**src/rtl/wdog_pkg.sv**
```systemverilog
package wdog_pkg;

    localparam logic [7:0]  WD_KEY        = 8'h5A;
    localparam logic [7:0]  OFF_CTRL      = 8'h1C;
    localparam logic [7:0]  OFF_STAT      = 8'h20;
    localparam logic [7:0]  OFF_TIMER     = 8'h24;
    localparam logic [1:0]  CFG_FULL      = 2'b10;
    localparam logic [31:0] STAT_MASK     = 32'h0000_1777;
    localparam int          STAT_POR_BIT  = 12;
    localparam int          STAT_WDF_BIT  = 5;
    localparam int          CFG_LSB       = 4;

    typedef enum logic [1:0] {
        ST_IDLE = 2'd0,
        ST_RUN  = 2'd1,
        ST_FIRE = 2'd2
    } wd_state_e;

endpackage

```
**src/rtl/wdog_bus_gate.sv**
```systemverilog
module wdog_bus_gate
    import wdog_pkg::*;
#(
    parameter int ADDR_W = 8,
    parameter int DATA_W = 32
) (
    input  logic              clk,
    input  logic              rst_n,
    input  logic              bus_we,
    input  logic [ADDR_W-1:0] bus_addr,
    input  logic [DATA_W-1:0] bus_wdata,
    output logic              wr_ctrl,
    output logic              wr_stat,
    output logic              wr_timer,
    output logic              key_err
);

    localparam int KEY_LSB = DATA_W - 8;

    logic key_match;
    logic key_bad;

    // Key check is on the top byte of the write data.
    assign key_match = (bus_wdata[DATA_W-1:KEY_LSB] == WD_KEY);
    assign key_bad   = bus_we && !key_match;

    always_comb begin
        wr_ctrl  = 1'b0;
        wr_stat  = 1'b0;
        wr_timer = 1'b0;
        if (bus_we && key_match) begin
            wr_ctrl  = (bus_addr == ADDR_W'(OFF_CTRL));
            wr_stat  = (bus_addr == ADDR_W'(OFF_STAT));
            wr_timer = (bus_addr == ADDR_W'(OFF_TIMER));
        end
    end

    always_ff @(posedge clk or negedge rst_n) begin
        if (!rst_n) key_err <= 1'b0;
        else        key_err <= key_bad;
    end

endmodule

```
**src/rtl/wdog_timer_fsm.sv**
```systemverilog
module wdog_timer_fsm
    import wdog_pkg::*;
#(
    parameter int CNT_W     = 20,
    parameter int PULSE_CYC = 4
) (
    input  logic             clk,
    input  logic             rst_n,
    input  logic             tick_en,
    input  logic             load,
    input  logic [CNT_W-1:0] load_val,
    input  logic             cfg_full,
    output logic [CNT_W-1:0] cnt_q,
    output logic             expire,
    output logic             rst_pulse
);

    localparam int FW = (PULSE_CYC > 1) ? $clog2(PULSE_CYC) : 1;
    localparam logic [FW-1:0] FIRE_LAST = FW'(PULSE_CYC - 1);
    localparam logic [CNT_W-1:0] CNT_ONE = CNT_W'(1);

    wd_state_e        state_q, state_d;
    logic [FW-1:0]    fire_q;
    logic [CNT_W-1:0] cnt_d;
    logic             dec;
    logic             fire_last;

    // A decrement happens only in RUN and only on a tick; a load wins.
    assign dec       = (state_q == ST_RUN) && tick_en && !load;
    assign expire    = dec && (cnt_q == CNT_ONE) && cfg_full;
    assign fire_last = (fire_q == FIRE_LAST);

    always_comb begin
        cnt_d = cnt_q;
        if (load)     cnt_d = load_val;
        else if (dec) cnt_d = cnt_q - CNT_ONE;
    end

    // Next-state logic: LOAD, CLEAR, LAPSE, EXPIRE, RELEASE.
    always_comb begin
        state_d = state_q;
        unique case (state_q)
            ST_IDLE: state_d = (cnt_d != '0) ? ST_RUN : ST_IDLE;
            ST_RUN: begin
                if (expire)            state_d = ST_FIRE;
                else if (cnt_d != '0)  state_d = ST_RUN;
                else                   state_d = ST_IDLE;
            end
            ST_FIRE: begin
                if (!fire_last)        state_d = ST_FIRE;
                else if (cnt_d != '0)  state_d = ST_RUN;
                else                   state_d = ST_IDLE;
            end
            default: state_d = ST_IDLE;
        endcase
    end

    // State register.
    always_ff @(posedge clk or negedge rst_n) begin
        if (!rst_n) state_q <= ST_IDLE;
        else        state_q <= state_d;
    end

    // Datapath and outputs.
    always_ff @(posedge clk or negedge rst_n) begin
        if (!rst_n) begin
            cnt_q     <= '0;
            fire_q    <= '0;
            rst_pulse <= 1'b0;
        end else begin
            cnt_q     <= cnt_d;
            rst_pulse <= (state_d == ST_FIRE);
            if (state_q == ST_FIRE) fire_q <= fire_q + FW'(1);
            else                    fire_q <= '0;
        end
    end

endmodule

```
**src/rtl/wdog_regs.sv**
```systemverilog
module wdog_regs
    import wdog_pkg::*;
#(
    parameter int DATA_W = 32
) (
    input  logic              clk,
    input  logic              rst_n,
    input  logic              wr_ctrl,
    input  logic              wr_stat,
    input  logic [DATA_W-1:0] wdata,
    input  logic              expire,
    output logic [1:0]        cfg_q,
    output logic [DATA_W-1:0] stat_q
);

    localparam logic [DATA_W-1:0] POR_VAL  = DATA_W'(1) << STAT_POR_BIT;
    localparam logic [DATA_W-1:0] WDF_FLAG = DATA_W'(1) << STAT_WDF_BIT;
    localparam logic [DATA_W-1:0] MASK     = DATA_W'(STAT_MASK);

    logic [DATA_W-1:0] clr_bits;

    assign clr_bits = wr_stat ? (wdata & MASK) : '0;

    // Expiry overrides a configuration write in the same cycle.
    always_ff @(posedge clk or negedge rst_n) begin
        if (!rst_n)       cfg_q <= 2'b00;
        else if (expire)  cfg_q <= 2'b00;
        else if (wr_ctrl) cfg_q <= wdata[CFG_LSB+1:CFG_LSB];
    end

    // Flags clear on a one; expiry sets its flag after clearing.
    always_ff @(posedge clk or negedge rst_n) begin
        if (!rst_n) stat_q <= POR_VAL;
        else        stat_q <= (stat_q & ~clr_bits) | (expire ? WDF_FLAG : '0);
    end

endmodule

```
**src/rtl/wdog_rstctl.sv**
```systemverilog
module wdog_rstctl
    import wdog_pkg::*;
#(
    parameter int ADDR_W    = 8,
    parameter int CNT_W     = 20,
    parameter int PULSE_CYC = 4
) (
    input  logic              clk,
    input  logic              rst_n,
    input  logic              bus_we,
    input  logic [ADDR_W-1:0] bus_addr,
    input  logic [31:0]       bus_wdata,
    output logic [31:0]       bus_rdata,
    input  logic              tick_en,
    output logic              sys_rst_out,
    output logic              key_err
);

    localparam int DATA_W = 32;

    logic              wr_ctrl, wr_stat, wr_timer;
    logic              expire;
    logic [1:0]        cfg_q;
    logic [DATA_W-1:0] stat_q;
    logic [CNT_W-1:0]  cnt_q;

    wdog_bus_gate #(.ADDR_W(ADDR_W), .DATA_W(DATA_W)) u_gate (
        .clk      (clk),
        .rst_n    (rst_n),
        .bus_we   (bus_we),
        .bus_addr (bus_addr),
        .bus_wdata(bus_wdata),
        .wr_ctrl  (wr_ctrl),
        .wr_stat  (wr_stat),
        .wr_timer (wr_timer),
        .key_err  (key_err)
    );

    wdog_timer_fsm #(.CNT_W(CNT_W), .PULSE_CYC(PULSE_CYC)) u_fsm (
        .clk      (clk),
        .rst_n    (rst_n),
        .tick_en  (tick_en),
        .load     (wr_timer),
        .load_val (bus_wdata[CNT_W-1:0]),
        .cfg_full (cfg_q == CFG_FULL),
        .cnt_q    (cnt_q),
        .expire   (expire),
        .rst_pulse(sys_rst_out)
    );

    wdog_regs #(.DATA_W(DATA_W)) u_regs (
        .clk    (clk),
        .rst_n  (rst_n),
        .wr_ctrl(wr_ctrl),
        .wr_stat(wr_stat),
        .wdata  (bus_wdata),
        .expire (expire),
        .cfg_q  (cfg_q),
        .stat_q (stat_q)
    );

    always_comb begin
        bus_rdata = '0;
        if (bus_addr == ADDR_W'(OFF_CTRL))
            bus_rdata[CFG_LSB+1:CFG_LSB] = cfg_q;
        else if (bus_addr == ADDR_W'(OFF_STAT))
            bus_rdata = stat_q & STAT_MASK;
        else if (bus_addr == ADDR_W'(OFF_TIMER))
            bus_rdata[CNT_W-1:0] = cnt_q;
    end

endmodule

```
**config.mk**
```make
export PLATFORM = sky130hd
export DESIGN_NAME = wdog_rstctl
export DESIGN_NICKNAME = d
export VERILOG_FILES = /design/src/rtl/wdog_pkg.sv /design/src/rtl/wdog_bus_gate.sv /design/src/rtl/wdog_timer_fsm.sv /design/src/rtl/wdog_regs.sv /design/src/rtl/wdog_rstctl.sv
export SDC_FILE = /design/constraint.sdc
export NUM_CORES = 1
export LEC_CHECK = 0
export ABC_AREA = 1
export BUFFER_PORTS_ARGS = -buffer_cell sky130_fd_sc_hd__buf_2
export CORE_AREA = 2 2 76 78
export DETAILED_ROUTE_END_ITERATION = 10
export DIE_AREA = 0 0 78 80
export GPL_ROUTABILITY_DRIVEN = 0
export PLACE_DENSITY = 0.85
export SLEW_MARGIN = 20
export SYNTH_ARGS = -nofsm -noshare
export SYNTH_HDL_FRONTEND = slang
export SYNTH_SLANG_ARGS = --single-unit
```
**constraint.sdc**
```tcl
create_clock -name clk -period 2.5 [get_ports clk]
set_input_delay 0.5 -clock clk [delete_from_list [all_inputs] [get_ports clk]]
set_output_delay 0.5 -clock clk [all_outputs]
set_load 0.1 [all_outputs]
```
# ---- Word-level counts from Yosys, hierarchy flattened
# Cells that the tools add are included.
dict set report op_classes {
  addsub 2
  n_eq_ne 10
  mux 19
  n_bitwise 3
  n_reduce_logical 11
}
# operator count
set ops {}
lappend ops {{$mux 20} 4}
lappend ops {{$and 32x32->32} 1}
lappend ops {{$not 32->32} 1}
lappend ops {{$or 32x32->32} 1}
lappend ops {{$eq 20x1->1 const B} 1}
lappend ops {{$reduce_bool 20->1} 1}
lappend ops {{$sub 20x1->20 const B} 1}
lappend ops {{$eq 8x6->1 const B} 2}
lappend ops {{$mux 14} 1}
lappend ops {{$mux 13} 1}
lappend ops {{$mux 2} 6}
lappend ops {{$eq 2x2->1 const B} 4}
lappend ops {{$eq 8x5->1 const B} 1}
lappend ops {{$eq 8x7->1 const B} 1}
lappend ops {{$logic_and 1x1->1} 6}
lappend ops {{$mux 6} 1}
lappend ops {{$pmux 2 s3} 1}
lappend ops {{$mux 1} 4}
lappend ops {{$mux 4} 1}
lappend ops {{$add 2x1->2 const B} 1}
lappend ops {{$eq 2x1->1 const B} 1}
lappend ops {{$logic_not 1->1} 2}
lappend ops {{$logic_not 2->1} 1}
lappend ops {{$reduce_bool 2->1} 1}
dict set report word_totals {
  reg_bits 60
  in_bits 44
  output_inout_bits 34
  word_cells 52
}

# ---- Longest topological paths before layout
dict set report logic_depth {
  ltp_word 12
  ltp_mapped 16
  ltp_nobuf 16
}

# ---- Cells and area by module
# Synthesis repeated with hierarchy kept, for this count alone.
dict set report hier_totals {
  cells_unflattened 469
  area_unflattened_um2 3032.9
}
# module n_inst cells_per_inst area_each_um2
set modules_own_cells {}
lappend modules_own_cells {wdog_timer_fsm 1 285 1825.5}
lappend modules_own_cells {wdog_regs 1 56 593.1}
lappend modules_own_cells {wdog_rstctl 1 94 451.7}
lappend modules_own_cells {wdog_bus_gate 1 34 162.7}

# ---- Worst setup path after synthesis
# Ideal clock, no wire load.
dict set report synth_path {
  path_kind {input port to output port}
  start {in bus_addr[2]}
  end {out bus_rdata[12]}
  arrival_time_ns 3.316
  required_ns 2.000
  path_slack_ns -1.316
  stages 4
  path_buffers 1
  cell_sequence {nor4_1 nand2_1 clkbuf_1 o21ai_0}
}
dict set report synth_between {
  elab_chain_len 4
  word_cells_on_any_way 6
  classes_between {3 x eq/ne; 3 x mux}
}
# element line_no
set synth_rtl {}
lappend synth_rtl {{start: declaration} wdog_rstctl.sv:11} ;# input logic [ADDR_W-1:0] bus_addr,
lappend synth_rtl {{$eq 8x6->1} wdog_rstctl.sv:68} ;# else if (bus_addr == ADDR_W'(OFF_TIMER))
lappend synth_rtl {{$mux 20} wdog_rstctl.sv:68}
lappend synth_rtl {{$mux 20} wdog_rstctl.sv:66} ;# else if (bus_addr == ADDR_W'(OFF_STAT))
lappend synth_rtl {{$mux 14 *} wdog_rstctl.sv:64} ;# if (bus_addr == ADDR_W'(OFF_CTRL))
lappend synth_rtl {{end: declaration} wdog_rstctl.sv:13} ;# output logic [31:0] bus_rdata,
# Every way passes the cells marked *; elsewhere a longest branch is shown, timed or not.

# ---- Worst setup path in the final report
dict set report layout_path {
  start {in bus_addr[2]}
  end {out bus_rdata[4]}
}
dict set report layout_between {
  elab_chain_len 4
  word_cells_on_any_way 6
  classes_between {3 x eq/ne; 3 x mux}
}
# element line_no
set layout_rtl {}
lappend layout_rtl {{$eq 8x6->1} wdog_rstctl.sv:68}
lappend layout_rtl {{$mux 20} wdog_rstctl.sv:68}
lappend layout_rtl {{$mux 20} wdog_rstctl.sv:66}
lappend layout_rtl {{$mux 2 *} wdog_rstctl.sv:64}
# Marks and branches as above.

==> summary.md <==
| Metric | Value |
|---|---|
| Setup violators final | 0 |
| H-Tree Depth | 2 |
| Drt total wl | 7360 um |
| Final Skew | 0.00579 ns |
| CTS Hold Bufs | 0 |
| Die Span Y | 80 um |
| Synth Register Bits | 38 |
| Max Slew Vio Count | 0 |
| Syn Std Cell Area | 2760 um2 |
| Worst-path clk slew | 0.08 ns |
| Pre-CTS setup slack | 0.170 ns |
| TritonCTS clock tree | built |
| Post-DP HPWL | 5640 um |
| Min Tclk post-route | 2.32 ns |
| Max Buffers Root-to-Sink | 2 |
| Flop2flop setup slack | 0.20 ns |
| R2r endpoint | u_fsm.state_q[0] |
| Filler cells | 448 |
| Final Net Count | 528 |
| Top cell type's share of synthesized area | 33.6% |
| Post-synth EDFFs | 0 |
| Clk_lat worst skew | 0.29 ns |
| Layout cell share with drive strength beyond 1 | 23.3% |
| Peak supply drop | 0.000341 V |
| Crit Path Category | input pin to primary output |
| Sink Count | 38 |
| Ports | 78 |
| Die Wd | 78 um |
| Vias per cell | 5.20 |
| Post-route ant nets | 0 |
| Synth Flop Type | dfrtp_1 |
| Vias in the first global route | 2892 |
| Critical path arrival | 1.82 ns |
| Worst path required time | 2.00 ns |
| Final Hold Viols | 0 |
| Largest fanout on the critical path | 6 |
| Top-count cell post-synth | nand2_1 |
| F_max | 432 MHz |
| Setup bufs post-CTS | 0 |
| Final Util | 66.0% |
| CP Launch Point | bus_addr[2] |
| Slew @ Worst Pin | 0.861 ns |
| RR Startpoint | u_fsm.cnt_q[1] |
| Worst Reg-to-Reg Cells | 15 |
| N_diodes | 0 |
| Distinct cell type count after synthesis | 40 |
| Synth top cells by count | nand2_1, nor2_1, inv_1 |
| Synth Warn # | 0 |
| Slew margin rel. | 42.6% |
| Max_cap viols | 0 |
| # resized after CTS | 0 |
| Area leader, netlist | dfrtp_1 |
| Initial antenna violation count | 0 |
| First-pass iteration count of the detailed router | 5 |
| RSZ-0062 raised after global routing | false |
| Initial DRC Count | 162 |
| Largest cells by area after synthesis | dfrtp_1, nand2_1, nor2_1, inv_1, nand3_1 |
| Startpoint Class | input pin |
| Remaining DRCs | 0 |
| Crit path setup slack, layout | 0.183 ns |
| Pwr dens | 576 nW/um2 |
| GRT Total Usage | 25.4% |
| # rows | 27 |
| CTS buffer count | 5 |
| Initial core utilization | 51.0% |
| Async S/R FF share, synth | 100% |
| CORE AREA | 5410 um2 |
| Hold Path Class | input pin to asynchronous set/reset pin |
| Leakage | 1.88 nW |
| Synthesis-to-finish area growth | 29.5% |
| Worst Setup End Kind | primary output |
| CTS root buffer | clkbuf_8 |
| Status | finished clean |
| Sequential area share after synthesis | 34.5% |
| First-pass GRT wire length | 12500 um |
| Die area | 6240 um2 |
| Post-synthesis cell count | 412 |
| Congestion Overflow GR | 0 |
| Crit share post-route | 92.7% |
| Syn avg cell area | 6.69 um2 |
| WL/cell | 13.3 um |
| Largest net degree at the start of global routing | 39 |
| Number of port buffers | 61 |
| DR vias | 2876 |
==> report_power, final <==
part | internal, mW | total [mW] | leakage [nW] | switching (mW)
clock network | 0.192 | 0.412 | 0.0383 | 0.219
registers | 0.705 | 0.819 | 0.435 | 0.114
logic | 0.243 | 0.824 | 1.41 | 0.581
total | 1.14 | 2.06 | 1.88 | 0.914
==> placed cells by master, fill, tap and decap left out, types with 2 or more instances in the layout <==
| master | Yosys | final |
|---|---|---|
| nand3_4 | 2 | 2 |
| clkinv_1 | 2 | 2 |
| a21oi_1 | 15 | 15 |
| clkbuf_8 | 0 | 5 |
| o21ai_1 | 4 | 4 |
| nand2_1 | 116 | 116 |
| inv_1 | 59 | 58 |
| buf_12 | 0 | 19 |
| nand3_1 | 21 | 21 |
| nor3_1 | 2 | 2 |
| o21ai_4 | 0 | 2 |
| buf_4 | 12 | 6 |
| o211ai_1 | 2 | 2 |
| o21ai_0 | 9 | 6 |
| nor4_1 | 2 | 2 |
| nand2_2 | 4 | 3 |
| conb_1 | 1 | 12 |
| ha_1 | 3 | 3 |
| nor2_2 | 9 | 8 |
| clkbuf_1 | 2 | 2 |
| or2_1 | 2 | 2 |
| and2_1 | 2 | 2 |
| or2_2 | 2 | 2 |
| xor2_1 | 9 | 9 |
| o22ai_2 | 0 | 4 |
| dfrtp_1 | 37 | 37 |
| nor2_1 | 60 | 59 |
| inv_2 | 5 | 6 |
| buf_2 | 1 | 42 |
| nor2_4 | 2 | 4 |
| nand4_1 | 6 | 6 |
| or2_0 | 6 | 6 |
==> sequential cells by signal (all words and copies together) (netlist names) <==
| signal | cells |
|---|---|
| u_fsm.rst_pulse | 1 |
| u_fsm.state_q | 2 |
| u_fsm.fire_q | 2 |
| u_gate.key_err | 1 |
| u_regs.cfg_q | 2 |
| u_regs.stat_q | 10 |
| u_fsm.cnt_q | 20 |
==> worst max path at each step <==
stage | end | depth (start not counted)
floorplan | bus_rdata[5] | 5
global placement | u_fsm.state_q[0] | 15
detailed placement | u_fsm.state_q[0] | 13
CTS | bus_rdata[4] | 6
global route | u_fsm.state_q[0] | 15
finish | bus_rdata[4] | 6
==> layer usage <==
layer	vias to the layer above	track usage (%)	routed length, um
li1	1392	-	-
met1	1321	28.0	2780
met2	128	45.9	3720
met3	35	5.88	565
met4	0	12.8	295
met5	-	0	0
==> cell type report <==
class	instances	area (um2)	area share, %
multi-input combinational	303	1570	43.9
sequential	38	952	26.7
timing repair buffer	67	636	17.8
inverter	66	248	6.94
tap	72	90.1	2.52
clock buffer	7	76.3	2.14
==> per-stage QoR <==
| step | hold WS (ns) | TNS [ns] | power (mW) | cells | area, um2 |
|---|---|---|---|---|---|
| floorplan | 0.204 | -5.70 | 1.43 | 423 | 2880 |
| global placement | 0.417 | 0 | 1.60 | 546 | 3490 |
| detailed placement | 0.429 | 0 | 1.62 | 546 | 3490 |
| CTS | 0.342 | 0 | 2.04 | 553 | 3570 |
| global route | 0.371 | 0 | 2.20 | 553 | 3570 |
| finish | 0.311 | 0 | 2.06 | 553 | 3570 |
==> worst max-delay path, cell delays in order <==
cell,delay (ns)
buf_2,0.12
nor4_1,0.41
nand2_1,0.17
buf_4,0.22
o221ai_2,0.20
buf_12,0.21
==> cell families after synthesis <==
family | Yosys count | share of synthesized area (%)
AOI/OAI and AO/OA | 37 | 7.44
xor gates and xnor gates | 9 | 2.86
adders and majority gates | 3 | 1.36
buffers and inverters | 82 | 13.1
DFF | 38 | 34.5
muxes | 1 | 0.409
other | 1 | 0.136
and+or+nand+nor | 241 | 40.1
Power figures use the tool's default switching activity.
